## config.mk

```make
export PLATFORM = sky130hd
export DESIGN_NAME = ca_pattern_gen
export DESIGN_NICKNAME = d
export VERILOG_FILES = /design/src/rtl/ca_pkg.sv /design/src/rtl/ca_rule_bank.sv /design/src/rtl/ca_cell.sv /design/src/rtl/ca_window_ctr.sv /design/src/rtl/ca_pattern_gen.sv
export SDC_FILE = /design/constraint.sdc
export NUM_CORES = 1
export LEC_CHECK = 0
export ABC_AREA = 1
export BUFFER_PORTS_ARGS = -buffer_cell sky130_fd_sc_hd__buf_2
export CAP_MARGIN = 40
export CORE_ASPECT_RATIO = 0.75
export CORE_MARGIN = 5
export CORE_UTILIZATION = 55
export CTS_CLUSTER_SIZE = 16
export DETAILED_ROUTE_END_ITERATION = 16
export PLACE_DENSITY = 0.77
export SLEW_MARGIN = 20
export SYNTH_ARGS = -nofsm -noshare
export SYNTH_HDL_FRONTEND = slang
export SYNTH_SLANG_ARGS = --single-unit
```

## constraint.sdc

```tcl
create_clock -name clk -period 3 [get_ports clk]
set_clock_uncertainty 0.1 [all_clocks]
set_input_delay 0.45 -clock clk [delete_from_list [all_inputs] [get_ports clk]]
set_output_delay 0.45 -clock clk [all_outputs]
set_load 0.1 [all_outputs]
```

## src/rtl/ca_pkg.sv

```systemverilog
package ca_pkg;
  // One cell of the additive rule: selected neighbours XORed, plus inversion.
  function automatic logic ca_next_bit(input logic lft, input logic slf,
                                       input logic rgt, input logic use_l,
                                       input logic use_s, input logic use_r,
                                       input logic inv);
    return (use_l & lft) ^ (use_s & slf) ^ (use_r & rgt) ^ inv;
  endfunction
endpackage

```

## src/rtl/ca_rule_bank.sv

```systemverilog
module ca_rule_bank #(
  parameter int N = 5
) (
  input  logic         clk,
  input  logic         rst,
  input  logic         load,
  input  logic [N-1:0] left_in,
  input  logic [N-1:0] self_in,
  input  logic [N-1:0] right_in,
  input  logic [N-1:0] inv_in,
  output logic [N-1:0] left_q,
  output logic [N-1:0] self_q,
  output logic [N-1:0] right_q,
  output logic [N-1:0] inv_q
);
  always_ff @(posedge clk) begin
    if (rst) begin
      left_q  <= '0;
      self_q  <= '0;
      right_q <= '0;
      inv_q   <= '0;
    end else if (load) begin
      left_q  <= left_in;
      self_q  <= self_in;
      right_q <= right_in;
      inv_q   <= inv_in;
    end
  end

  // Rules change only on a load edge.
  assert_rules_only_on_load_R8: assert property (@(posedge clk) disable iff (rst)
    !load |=> ($stable(left_q) && $stable(self_q) && $stable(right_q) && $stable(inv_q)));
endmodule

```

## src/rtl/ca_cell.sv

```systemverilog
module ca_cell
  import ca_pkg::*;
(
  input  logic clk,
  input  logic rst,
  input  logic load,
  input  logic seed_bit,
  input  logic advance,
  input  logic left_nb,
  input  logic right_nb,
  input  logic use_l,
  input  logic use_s,
  input  logic use_r,
  input  logic inv,
  output logic q
);
  logic next_bit;
  assign next_bit = ca_next_bit(left_nb, q, right_nb, use_l, use_s, use_r, inv);

  always_ff @(posedge clk) begin
    if (rst)          q <= 1'b0;
    else if (load)    q <= seed_bit;
    else if (advance) q <= next_bit;
  end

  // A cell that uses no neighbour at all simply takes its inversion bit.
  assert_isolated_cell_R3: assert property (@(posedge clk) disable iff (rst)
    (advance && !load && !use_l && !use_s && !use_r) |=> (q == $past(inv)));
endmodule

```

## src/rtl/ca_window_ctr.sv

```systemverilog
module ca_window_ctr #(
  parameter int CNT_W = 16
) (
  input  logic             clk,
  input  logic             rst,
  input  logic             load,
  input  logic             enable,
  input  logic [CNT_W-1:0] limit_in,
  output logic             advance,
  output logic             done,
  output logic [CNT_W-1:0] count_q
);
  logic [CNT_W-1:0] limit_q;
  logic             budget_left;
  logic [CNT_W-1:0] count_inc;

  assign budget_left = (count_q != limit_q);
  assign advance     = enable && !load && budget_left;
  assign count_inc   = count_q + CNT_W'(1);

  always_ff @(posedge clk) begin
    if (rst) begin
      count_q <= '0;
      limit_q <= '0;
      done    <= 1'b0;
    end else if (load) begin
      count_q <= '0;
      limit_q <= limit_in;
      done    <= (limit_in == '0);
    end else if (advance) begin
      count_q <= count_inc;
      if (count_inc == limit_q) done <= 1'b1;
    end
  end

  assert_count_in_window_R6: assert property (@(posedge clk) disable iff (rst)
    count_q <= limit_q);
  assert_done_at_limit_R6: assert property (@(posedge clk) disable iff (rst)
    done |-> (count_q == limit_q));
  assert_load_clears_R2: assert property (@(posedge clk) disable iff (rst)
    load |=> (count_q == '0));
  assert_no_step_when_done_R6: assert property (@(posedge clk) disable iff (rst)
    done |-> !advance);
endmodule

```

## src/rtl/ca_pattern_gen.sv

```systemverilog
module ca_pattern_gen #(
  parameter int N     = 5,
  parameter int CNT_W = 16
) (
  input  logic             clk,
  input  logic             rst,
  input  logic             load,
  input  logic [N-1:0]     seed,
  input  logic [N-1:0]     left_sel,
  input  logic [N-1:0]     self_sel,
  input  logic [N-1:0]     right_sel,
  input  logic [N-1:0]     invert,
  input  logic             enable,
  input  logic [CNT_W-1:0] limit,
  output logic [N-1:0]     pattern,
  output logic             done
);
  logic [N-1:0]     l_q, s_q, r_q, f_q;
  logic [N-1:0]     state;
  logic [N-1:0]     left_nb, right_nb;
  logic             advance;
  logic [CNT_W-1:0] step_count;

  ca_rule_bank #(.N(N)) u_rules (
    .clk(clk), .rst(rst), .load(load),
    .left_in(left_sel), .self_in(self_sel), .right_in(right_sel), .inv_in(invert),
    .left_q(l_q), .self_q(s_q), .right_q(r_q), .inv_q(f_q)
  );

  ca_window_ctr #(.CNT_W(CNT_W)) u_window (
    .clk(clk), .rst(rst), .load(load), .enable(enable), .limit_in(limit),
    .advance(advance), .done(done), .count_q(step_count)
  );

  genvar i;
  generate
    for (i = 0; i < N; i++) begin : g_cell
      if (i == 0) begin : g_lo
        assign left_nb[i] = 1'b0;
      end else begin : g_lm
        assign left_nb[i] = state[i-1];
      end
      if (i == N-1) begin : g_hi
        assign right_nb[i] = 1'b0;
      end else begin : g_hm
        assign right_nb[i] = state[i+1];
      end
      ca_cell u_cell (
        .clk(clk), .rst(rst), .load(load), .seed_bit(seed[i]), .advance(advance),
        .left_nb(left_nb[i]), .right_nb(right_nb[i]),
        .use_l(l_q[i]), .use_s(s_q[i]), .use_r(r_q[i]), .inv(f_q[i]),
        .q(state[i])
      );
    end
  endgenerate

  assign pattern = state;

  assert_seed_loaded_R2: assert property (@(posedge clk) disable iff (rst)
    load |=> (pattern == $past(seed)));
  assert_hold_idle_R5: assert property (@(posedge clk) disable iff (rst)
    (!load && !enable) |=> $stable(pattern));
  assert_frozen_when_done_R6: assert property (@(posedge clk) disable iff (rst)
    (done && !load) |=> $stable(pattern));
  assert_count_tracks_R6: assert property (@(posedge clk) disable iff (rst)
    (advance && !load) |=> (step_count == $past(step_count) + CNT_W'(1)));
endmodule

```

==> summary.txt <==
Outcome
  • Status: finished, final reports clean

Worst hold path
  • Worst Hold End: u_rules.right_q[1]$_SDFFE_PP0P_
  • HP Class: input port to flop
  • WHS Path Cells: 3
  • Hold_sp: right_sel[1]

Synth
  • Syn avg cell area: 6.690 um^2
  • Yosys reg bits: 56
  • Ys async rst share: 0%
  • Largest cells by area after synthesis: dfxtp_1 34%, nand2_1 15%, nor2_1 8.5%
  • Synth area leader: dfxtp_1
  • Commonest cells in the netlist: 127 x nand2_1, 74 x nor2_1, 56 x dfxtp_1
  • Synth Cell Area: 3278 um^2
  • Post-synth net total: 536
  • Yosys top cell area share: 34.20%
  • Yosys warning total: 0
  • Sequential fraction of the synthesis area: 34.20%
  • Top FF cell, synth: dfxtp_1
  • Post-synth EDFFs: 0
  • Count leader, synth: nand2_1
  • Distinct cells, synth: 39
  • Syn Inst Count: 490

Critical path
  • Critical Path AT: 2.24 ns
  • CP peak stage delay: 0.51 ns
  • Worst R2R Setup Slack: 0.92 ns
  • Sequence of cells on the critical path: xnor2_2 > nand2_1 > nor2_1 > nand2_2 > o21bai_4 > nand2_4 > clkinv_4 > nand2_1 > a21oi_2
  • Register-to-Register Path Depth: 9
  • Setup crit end kind: flop
  • CP max stage cell: dfxtp_1
  • Worst R2R Start: u_window.count_q[9]$_SDFFE_PP0P_
  • Critical path's most frequent cell: nand2_1
  • Crit path max fanout: 15
  • Worst flop-to-flop path endpoint: g_cell[0].u_cell.q$_SDFFE_PP0P_
  • Setup CP Type: flop to flop
  • WP data required: 3.16 ns
  • Crit path launch type: flop

Power and ir drop
  • Peak VDD IR: 0.2457 mV
  • Static Leak: 1.594 nW
  • Pwr Density: 427.6 nW/um^2
  • Pwr Total: 0.001538 W

Global routing
  • Vias in the first global route: 2802
  • Initial antenna violation count: 0
  • Total track usage: 21.00%
  • Total grt overflow: 0
  • Largest net degree at the start of global routing: 55
  • Global-route wire length before repair: 13.28 mm

CTS
  • Clock edge transition at the registers on the reported setup and hold paths: 0.10 ns
  • Clock Root Buffer: clkbuf_8
  • H-Tree Depth: 2
  • CTS Buf Count: 5
  • Setup bufs post-CTS: 0
  • Hold Buf Count CTS: 0
  • Clock tree buffer depth: 2
  • PostCTS Resize Cnt: 0
  • Num Clock Sinks: 56
  • CTS tree: done
  • Skew-Pair Late Insertion Delay: 0.31 ns

Timing
  • Fin Hold WS: 0.2493 ns
  • Slew Limit Headroom: 62.91%
  • Final setup TNS: 0 ns
  • Count of final setup violators: 0
  • Final hold vios: 0
  • Worst Tran Pin Value: 0.5549 ns
  • Fin crit period: 2.084 ns
  • FMAX: 479.9 MHz
  • Slew Viols, Final: 0
  • Fin crit share: 69.46%
  • RSZ-0062 raised after global routing: false

Routing
  • Drt wl/cell: 12.78 um
  • Detailed Routing Iterations Pass 1: 5
  • Drt total wl: 7.733 mm
  • DRC viols: 0
  • Final antenna-violating net count: 0
  • DRT iter0 DRCs: 237
  • DR vias: 3107
  • Vias per inst: 5.136

Layout
  • Layout area overhead: 9.733%
  • NumNets Final: 573
  • Fraction of layout instances using a drive strength above 1: 18.98%
  • Diode count: 0
  • Finished Layout Cells: 605

Placement
  • Placed Cells: 597
  • GP Congestion: 0.9329
  • PortBufs: 48
  • Hpwl dp: 5.811 mm

Floorplanning
  • Die Y: 76.86 um
  • Core area: 5796 um^2
  • Die area: 7620 um^2
  • Initial Util: 56.56%
  • Top-level I/O count: 51
  • Core Rows: 24
  • Die Wd: 99.15 um

Run
  • Max-Cap Viols: 0
==> layout make-up <==
cell class | instances | area [um^2]
Fill cell | 562 | 2198
Tap cell | 78 | 97.59
Multi-Input combinational cell | 367 | 1846
Clock buffer | 5 | 68.82
Inverter | 46 | 177.7
Timing Repair Buffer | 51 | 270.3
Sequential cell | 56 | 1121
Clock inverter | 2 | 16.27
==> flip-flops by register name, summed over array words and instances, names as in the netlist <==
signal / flops
u_rules.inv_q: 5
u_rules.left_q: 4
u_window.done: 1
u_rules.right_q: 4
g_cell.u_cell.q: 5
u_window.count_q: 16
u_window.limit_q: 16
u_rules.self_q: 5
==> where the power goes <==
part           internal (W)  total (W)  switching, W
Clock              0.000164   0.000422      0.000258
Combinational      0.000107   0.000299      0.000192
Sequential         0.000785   0.000818     0.0000322
==> how the worst max path moves through the flow <==
stage | startpoint | endpoint | slack, ns | cells after the start
final | u_window.count_q[9]$_SDFFE_PP0P_ | g_cell[0].u_cell.q$_SDFFE_PP0P_ | 0.92 | 9
after global routing | u_window.count_q[6]$_SDFFE_PP0P_ | g_cell[4].u_cell.q$_SDFFE_PP0P_ | 0.74 | 12
after CTS | u_window.count_q[9]$_SDFFE_PP0P_ | g_cell[0].u_cell.q$_SDFFE_PP0P_ | 0.93 | 9
after detailed placement | u_window.count_q[9]$_SDFFE_PP0P_ | g_cell[0].u_cell.q$_SDFFE_PP0P_ | 0.96 | 9
after global placement | load | u_window.done$_SDFFE_PP0P_ | 0.73 | 6
after floorplan | u_window.count_q[1]$_SDFFE_PP0P_ | u_window.done$_SDFFE_PP0P_ | 1.32 | 12
==> placed cells by master, fill, tap and decap left out, drive strengths merged, types with 11 or more instances in the layout <==
cell type	instances
a21oi	30
buf	51
dfxtp	56
inv	45
nand2	135
nand3	26
nor2	80
o21ai	45
xnor2	11
xor2	14
==> cells by family after synthesis <==
group                      synth area share (%)
DFF                                       34.20
and+or+nand+nor                           33.89
buffers and inverters                     9.504
xor gates and xnor gates                  6.908
adders and majority gates                0.3816
AOI/OAI and AO/OA                         15.11
==> metal layers <==
metal / wire length (um) / global-route usage, % / share of wire (%) / vias up
li1: - / - / - / 1624
met1: 3736 / 31.42 / 48 / 1375
met2: 3391 / 31.10 / 44 / 98
met3: 540 / 4.533 / 7.0 / 10
met4: 64 / 3.820 / 0.83 / 0
met5: 0 / 0 / 0 / -
==> metrics by stage <==
step           instance area [um^2]  utilization [%]  setup slack [ns]
6_report                       3597            62.07            0.9162
5_1_grt                        3597            62.07            0.7414
4_1_cts                        3582            61.81            0.9343
3_5_place_dp                   3497            60.34            0.9577
3_3_place_gp                   3490            60.21            0.7266
2_1_floorplan                  3278                -             1.321
==> critical path, delay by kind of cell, from the launching register on <==
family          cells  cell delay [ns]
xor+xnor            1             0.19
buf+inv             1             0.10
simple gates        5             0.51
flops               1             0.51
compound gates      2             0.61
Power figures use the tool's default switching activity.
